File: config.mk
export PLATFORM = sky130hd
export DESIGN_NAME = usb_pm_regs
export DESIGN_NICKNAME = d
export VERILOG_FILES = /design/src/rtl/usb_pm_regs.sv
export SDC_FILE = /design/constraint.sdc
export NUM_CORES = 1
export LEC_CHECK = 0
export CAP_MARGIN = 40
export CORE_MARGIN = 2
export CORE_UTILIZATION = 33
export DETAILED_ROUTE_END_ITERATION = 10
export PLACE_DENSITY = 0.77
export SETUP_SLACK_MARGIN = 0.05
export SLEW_MARGIN = 20
export SYNTH_ARGS = -nofsm -noshare
export SYNTH_HDL_FRONTEND = slang
export SYNTH_SLANG_ARGS = --single-unit
File: constraint.sdc
create_clock -name clk -period 2.5 [get_ports clk]
set_input_delay 0.75 -clock clk [delete_from_list [all_inputs] [get_ports clk]]
set_output_delay 0.75 -clock clk [all_outputs]
set_load 0.01 [all_outputs]
File: src/rtl/usb_pm_regs.sv
module usb_pm_regs #(
  parameter int ADDR_W     = 8,
  parameter int NCHAN      = 3,
  parameter int RST_CYCLES = 8,
  parameter int CTX_WORDS  = 7
) (
  input  logic              clk,
  input  logic              rst_n,
  input  logic              bus_req,
  input  logic              bus_we,
  input  logic [ADDR_W-1:0] bus_addr,
  input  logic [31:0]       bus_wdata,
  output logic [31:0]       bus_rdata,
  input  logic              idle_req,
  output logic              idle_ack,
  input  logic [NCHAN-1:0]  chan_clk_req,
  input  logic              phy_access,
  input  logic              usb_clk_run,
  output logic              autoidle_en,
  output logic              wakeup_en,
  output logic              clkact_en,
  output logic              fclk_stable,
  output logic              irq
);
  localparam int CW = $clog2(RST_CYCLES + 1);
  localparam logic [ADDR_W-1:0] A_INFO = ADDR_W'(8'h04);
  localparam logic [ADDR_W-1:0] A_CFG  = ADDR_W'(8'h10);
  localparam logic [ADDR_W-1:0] A_STAT = ADDR_W'(8'h14);
  localparam logic [ADDR_W-1:0] A_IRQS = ADDR_W'(8'h18);
  localparam logic [ADDR_W-1:0] A_IRQE = ADDR_W'(8'h1C);
  localparam logic [ADDR_W-1:0] A_SHRD = ADDR_W'(8'h30);

  logic [CW-1:0] rst_cnt;
  logic [1:0]    idle_mode;
  logic [2:0]    irq_sts, irq_en, evt;
  logic          creq, creq_q, clk_on;

  wire wr       = bus_req & bus_we;
  wire wr_cfg   = wr && (bus_addr == A_CFG);
  wire sw_rst   = wr_cfg & bus_wdata[1];
  wire busy     = (rst_cnt != '0);
  wire hold     = sw_rst | busy;

  assign creq = |chan_clk_req;
  assign evt  = {phy_access & ~usb_clk_run,
                 ~creq & creq_q & clk_on,
                 creq & ~creq_q & ~clk_on};
  assign irq  = |(irq_sts & irq_en);
  assign fclk_stable = clk_on;

  always_ff @(posedge clk or negedge rst_n) begin
    if (!rst_n)      rst_cnt <= '0;
    else if (sw_rst) rst_cnt <= CW'(RST_CYCLES);
    else if (busy)   rst_cnt <= rst_cnt - 1'b1;
  end

  always_ff @(posedge clk or negedge rst_n) begin
    if (!rst_n) begin
      {clkact_en, idle_mode, wakeup_en, autoidle_en} <= '0;
      irq_en <= '0;
    end else if (hold) begin
      {clkact_en, idle_mode, wakeup_en, autoidle_en} <= '0;
      irq_en <= '0;
    end else begin
      if (wr_cfg)
        {clkact_en, idle_mode, wakeup_en, autoidle_en} <=
          {bus_wdata[8], bus_wdata[4:3], bus_wdata[2], bus_wdata[0]};
      if (wr && bus_addr == A_IRQE) irq_en <= bus_wdata[2:0];
    end
  end

  always_ff @(posedge clk or negedge rst_n) begin
    if (!rst_n)    irq_sts <= '0;
    else if (hold) irq_sts <= '0;
    else irq_sts <= (irq_sts & ~((wr && bus_addr == A_IRQS) ? bus_wdata[2:0] : 3'b0)) | evt;
  end

  always_ff @(posedge clk or negedge rst_n) begin
    if (!rst_n) begin
      clk_on <= 1'b0;
      creq_q <= 1'b0;
    end else begin
      creq_q <= creq;
      if (wr && bus_addr == A_SHRD) clk_on <= bus_wdata[0];
    end
  end

  always_ff @(posedge clk or negedge rst_n) begin
    if (!rst_n) idle_ack <= 1'b0;
    else begin
      case (idle_mode)
        2'd0:    idle_ack <= idle_req;
        2'd2:    idle_ack <= idle_req & ~bus_req;
        default: idle_ack <= 1'b0;
      endcase
    end
  end

  always_comb begin
    bus_rdata = '0;
    case (bus_addr)
      A_INFO: bus_rdata[7:0] = 8'(CTX_WORDS);
      A_CFG:  bus_rdata = {23'b0, clkact_en, 3'b0, idle_mode, wakeup_en, 1'b0, autoidle_en};
      A_STAT: bus_rdata[0] = ~busy;
      A_IRQS: bus_rdata[2:0] = irq_sts;
      A_IRQE: bus_rdata[2:0] = irq_en;
      A_SHRD: bus_rdata[1:0] = {creq, clk_on};
      default: bus_rdata = '0;
    endcase
  end
endmodule

Word level (Yosys, flattened, before mapping). Index checks and enable logic that the tools add are counted.

Register bits: 18. Input bits: 50. Output and inout bits: 38. Logic and storage cells: 68.

Add/sub/neg operators: 1. Equality and inequality tests: 7. Mux-type cells: 20. Bitwise operators: 19. Reduce and logical (&&, ||, !) cells: 11.

Operators with widths (number): $eq A8 B5 Y1 const B (4); $mux W3 (4); $and A1 B1 Y1 (8); $eq A8 B3 Y1 const B (1); $eq A8 B6 Y1 const B (1); $mux W4 (2); $pmux W1 S4 (2); $mux W1 (7); $and A3 B3 Y3 (2); $mux W2 (3); $not A1 Y1 (6); $pmux W1 S6 (1); $reduce_bool A2 Y1 (3); $reduce_or A3 Y1 (2); $logic_and A1 B1 Y1 (4); $reduce_bool A4 Y1 (1); $sub A4 B1 Y4 const B (1); $not A3 Y3 (1); $or A3 B3 Y3 (1); $eq A2 B2 Y1 const B (1); $logic_not A2 Y1 (1); $pmux W1 S2 (1); $or A1 B1 Y1 (1).

Logic depth before layout (Yosys ltp).
Word-level depth: 7. Depth in mapped cells: 6. Mapped depth without buffers: 5.

Worst setup path before layout. Ideal clock, no wire load.

Path type: input-to-output. From: input port bus_addr[5]. To: output port bus_rdata[2]. Arrival: 1.885 ns. Required time: 1.750 ns. Setup slack: -0.135 ns. Stages on the path: 4. Path buffers: 1. Cells stage by stage: or4b_1 -> clkbuf_2 -> or2_1 -> o32ai_1.

Cells in the longest elaborated chain, start to end: 2. Elaborated cells between the ends (all ways): 5. Classes of those cells: 4 x eq/ne; 1 x mux.

Ends and longest elaborated chain: start: declaration (line 11) `input logic [ADDR_W-1:0] bus_addr,`; $eq A8 B5 Y1 / $eq A8 B3 Y1 (equally long branches) (line 101) `case (bus_addr)`; $pmux W1 S4 * (line 101); end: declaration (line 13) `output logic [31:0] bus_rdata,`.

Every way passes the cells marked *; elsewhere a longest branch is shown, timed or not.

Worst setup path after layout.
From: input port bus_addr[6]. To: output port bus_rdata[0].

Cells in the longest elaborated chain, start to end: 2. Elaborated cells between the ends (all ways): 7. Classes of those cells: 6 x eq/ne; 1 x mux.

Ends and longest elaborated chain (line): $eq A8 B6 Y1, or another cell as far along (101); $pmux W1 S6 * (101).

Marks and branches as above.

==> results <==
- The sort of element at the end of the critical path is an output port.
- Data on the critical path arrives at its endpoint at about 1.9 ns.
- The weighted congestion reported at the end of routability-driven placement is 0.837.
- The routed via count is 1310.
- The worst hold path begins at idle_mode[0]$_DFFE_PN0P_.
- The most used flip-flop cell after synthesis is sky130_fd_sc_hd__dfrtp_1.
- For the final database, setup skew stands at 0.00982 ns.
- The number of placed I/O pins is a little under 90.
- The start-to-end type of the worst setup path is in2out.
- The critical-path maximum fanout is 3.
- The floorplan step defined a die boundary enclosing 4630 um^2.
- The class of the tightest hold or removal check is reg2reg.
- In this run switching power makes up 31.9% of total power.
- The estimated wirelength of the detail-placed design is 2560 um.
- The number of sinks driven by the clock tree is 18.
- The relative contribution of sequential cells to total power is 36.5%.
- The die width is 68.0 um.
- The delay of the slowest cell on the worst path is 0.53 ns.
- The number of endpoints with negative hold slack in the final report was 0.
- After global routing the overflow that remains totals 0.
- The total power consumption of the routed design is 0.987 mW.
- The number of distinct library cell variants in the gate-level netlist after synthesis is 42.
- The worst register-to-register path begins at rst_cnt[1]$_DFFE_PN0P_.
- The clock latency at the later pin of the worst-skew pair is roughly 0.26 ns.
- The routed wire length per instance is 14.2 um.
- The initial core utilization is 34.1%.
- Combinational logic is responsible for between 30% and 40% of the overall power.
- After layout, the minimum clock period comes to 2.67 ns.
- The number of vias per cell after detailed routing is 4.83.
- The simple-gate share of the synthesized area is about a quarter.
- For this block, the routed nets add up to between 3000 and 4000 um of wire.
- Counting tap cells, the placed design contains a total of between 200 and 250 instances.
- The synthesized netlist devotes 1.30% of its cell area to XOR and XNOR gates.
- Prior to clock tree synthesis, the placed netlist has a worst setup slack of -0.994 ns.
- 0 antenna diodes ended up in the layout.
- The slack of the critical path is -0.165 ns.
- The detailed-routing iteration count for the pre-antenna-repair pass is 4.
- The number of buffers and inverters on the critical path is 2.
- Dividing total power by cell area gives a power density of 472 nW/um^2.
- The count of non-filler cells in the finished layout is approximately 270.
- During synthesis, Yosys emitted a total of 0 warnings.
- The clock passes through at most 2 buffers.
- Entering global routing, the biggest net connects 19 pins.
- The fraction of final layout cells with drive strength greater than 1 is 37.1%.
- The max-capacitance violation count is 0.
- The detailed router's first-iteration violation count is 42.
- Counting flops with an async set or reset pin after synthesis yields a share of 100%.
- The hold buffer count at CTS is 0.
- The wire length of the first global-routing pass is 6270 um.
- The via count of the first global-routing pass is about 1300.
- After synthesis, the largest family of logic cells by area is simple AND/OR/NAND/NOR gates.
- The site row count is 23.
- After synthesis the cells add up to around 1400 um^2.
- The peak supply drop is 317 uV.
- The floorplan step set the die height to 68.0 um.
- In this run the worst setup path begins at bus_addr[6].
- The leakage power is 0.949 nW.
- The detail route stage leaves a number of antenna-violating nets equal to 0.
- The signal on the critical path passes through buf_6, or4b_4, or2_4, o211ai_2, buf_2.
- After routing the design area is roughly 2100 um^2.
- The flip-flop and latch count after synthesis is 18.
- Data on the critical path is required at its endpoint by 1.75 ns.
- The final-report max-slew violation count is 0.
- The TritonCTS clock tree is built.
- The portion of synthesized area spent on multiplexers is 8.33%.
- After layout, the worst path uses 107% of the clock period.
- Synthesis handed over a netlist of around 140 instances.
- Each instance of the synthesized netlist takes up on average 9.39 um^2.
- The post-synthesis share of cell area spent on full adders, half adders and majority gates is around 1.9%.
- The synthesis-to-finish area growth is 54.5%.
- The kind of cell with the highest combined delay along the critical path is simple AND/OR/NAND/NOR gates.
- Setup repair after global routing could not meet its margin everywhere.
- After clock tree synthesis, the clock-pin slew on the worst setup and hold paths is 0.07 ns.
- The final-report setup violation count is 5.
- The count of H-tree levels built during CTS is 1.
- The placeable core area is approximately 4000 um^2.
- The checks that failed: setup timing.
- The total internal power is 0.672 mW.
- The maximum frequency from static timing analysis is 375 MHz.
- The post-route DRC violation count is 0.
- The number of antenna violations at the first check in global routing is 0.
- The complex-gate fraction of the synthesized area is 12.5%.
- The cell sitting at the root of the clock tree is a sky130_fd_sc_hd__clkbuf_8.
- The number of flops mapped to enable cells by yosys is 0.
- The run finished, with violations left.
- Once placement finished, the instance area stood at 1850 um^2.
- The fraction of power consumed by the clock network is 25.0%.
- The CTS buffer count is 3.
- The worst setup path is launched from an input pin.
- The critical-path cell with the highest stage delay is sky130_fd_sc_hd__or4b_4.
- Port buffering added 35 buffers.
- The register area share after synthesis is between 30% and 40%.
- The overall track demand over capacity in global routing is 18.3%.
- The switching power of the nets is 0.315 mW.
- After the last flow step, the layout net total stands at 274.
==> registers in the layout, summed over array words and instances, names as in the netlist <==
signal and cells:
idle_ack 1, creq_q 1, fclk_stable 1, idle_mode 2
autoidle_en 1, clkact_en 1, irq_sts 3, wakeup_en 1
rst_cnt 4, irq_en 3
==> cells in the final DEF, fill, tap and decap left out, types with 2 or more instances in the layout <==
cell,count
sky130_fd_sc_hd__nand4_1,5
sky130_fd_sc_hd__nor3_4,2
sky130_fd_sc_hd__nor3_1,2
sky130_fd_sc_hd__and3_4,3
sky130_fd_sc_hd__dfrtp_1,18
sky130_fd_sc_hd__clkbuf_2,3
sky130_fd_sc_hd__o31ai_1,3
sky130_fd_sc_hd__buf_4,41
sky130_fd_sc_hd__buf_6,11
sky130_fd_sc_hd__nand2_1,7
sky130_fd_sc_hd__and3_1,2
sky130_fd_sc_hd__o41ai_1,3
sky130_fd_sc_hd__ha_1,2
sky130_fd_sc_hd__nor2b_1,2
sky130_fd_sc_hd__a211oi_1,8
sky130_fd_sc_hd__nand3b_1,5
sky130_fd_sc_hd__mux2_2,2
sky130_fd_sc_hd__nand2b_1,5
sky130_fd_sc_hd__conb_1,26
sky130_fd_sc_hd__buf_2,5
sky130_fd_sc_hd__nor2_1,4
sky130_fd_sc_hd__inv_1,5
sky130_fd_sc_hd__clkbuf_8,4
sky130_fd_sc_hd__clkdlybuf4s15_1,2
sky130_fd_sc_hd__xnor2_1,2
sky130_fd_sc_hd__mux2i_1,9
sky130_fd_sc_hd__clkdlybuf4s50_1,18
==> worst register-to-register path, cell delays in order (launching register included) <==
cell and delay (ns):
sky130_fd_sc_hd__dfrtp_1 0.38, sky130_fd_sc_hd__inv_1 0.08, sky130_fd_sc_hd__ha_1 0.17, sky130_fd_sc_hd__buf_4 0.12, sky130_fd_sc_hd__or3b_2 0.54, sky130_fd_sc_hd__a211oi_1 0.30
==> cell usage after synthesis, types with 4 or more instances <==
library cell,n,area (um^2)
sky130_fd_sc_hd__nand2_1,7,26.3
sky130_fd_sc_hd__mux2i_1,9,90.1
sky130_fd_sc_hd__a211oi_1,8,60.1
sky130_fd_sc_hd__nor2_1,4,15.0
sky130_fd_sc_hd__buf_4,26,195
sky130_fd_sc_hd__nand3b_1,5,37.5
sky130_fd_sc_hd__nand4_1,5,31.3
sky130_fd_sc_hd__dfrtp_1,18,450
sky130_fd_sc_hd__and3_1,5,31.3
sky130_fd_sc_hd__nand2b_1,5,31.3
sky130_fd_sc_hd__inv_1,6,22.5
sky130_fd_sc_hd__nor3_1,4,20.0
==> timing repair <==
item | in CTS | in global routing
gates cloned | 0 | 0
buffers inserted | 17 | 2
endpoints found under the setup margin | 6 | 7
pin swaps | 14 | 3
gates resized for setup | 77 | 6
==> power groups by stage <==
stage | Sequential, mW | Combinational (mW) | Clock [mW]
3_5_place_dp | 0.365 | 0.353 | 0
3_3_place_gp | 0.363 | 0.345 | 0
2_1_floorplan | 0.361 | 0.217 | 0
4_1_cts | 0.360 | 0.376 | 0.245
6_report | 0.360 | 0.380 | 0.247
5_1_grt | 0.365 | 0.421 | 0.272
==> cells by family after synthesis <==
| kind of cell | Yosys count |
|---|---|
| XOR/XNOR | 2 |
| buffers and inverters | 38 |
| other | 1 |
| multiplexers | 11 |
| AND/OR/NAND/NOR | 51 |
| AO/OA/AOI/OAI | 21 |
| flip-flops | 18 |
| adder cells (fa/ha/maj) | 2 |
==> metrics by stage <==
step | hold WS (ns) | utilization, % | TNS, ns
4_1_cts | 0.469 | 52.4 | -0.522
2_1_floorplan | 0.416 | - | -0.190
6_report | 0.464 | 52.6 | -0.445
3_3_place_gp | 0.448 | 46.5 | -5.31
5_1_grt | 0.489 | 52.6 | -0.639
3_5_place_dp | 0.449 | 46.5 | -5.53
==> final timing paths <==
check / depth (start not counted) / slack (ns) / end
max: 5 / -0.17 / bus_rdata[0]
min: 1 / 0.46 / idle_ack$_DFF_PN0_
max reg2reg: 5 / 0.82 / irq_sts[1]$_DFF_PN0_
min reg2reg: 1 / 0.46 / idle_ack$_DFF_PN0_
max in group asynchronous: 2 / 1.48 / idle_mode[1]$_DFFE_PN0P_
min in group asynchronous: 2 / 0.81 / irq_sts[0]$_DFF_PN0_
==> metal layers <==
layer  global-route usage, %  wire length [um]
met1                    23.0              1590
met2                    30.1              1970
met3                    4.61               209
met4                    7.00                65
met5                       0                 0
==> final cells by class <==
class | instances | area [um^2]
fill | 352 | 1880
timing repair buffer | 80 | 672
inverter | 6 | 22.5
sequential | 18 | 450
tap | 50 | 62.6
clock buffer | 4 | 55.1
multi-input combinational | 113 | 827
Note: power is estimated with default switching activity, not from simulation.
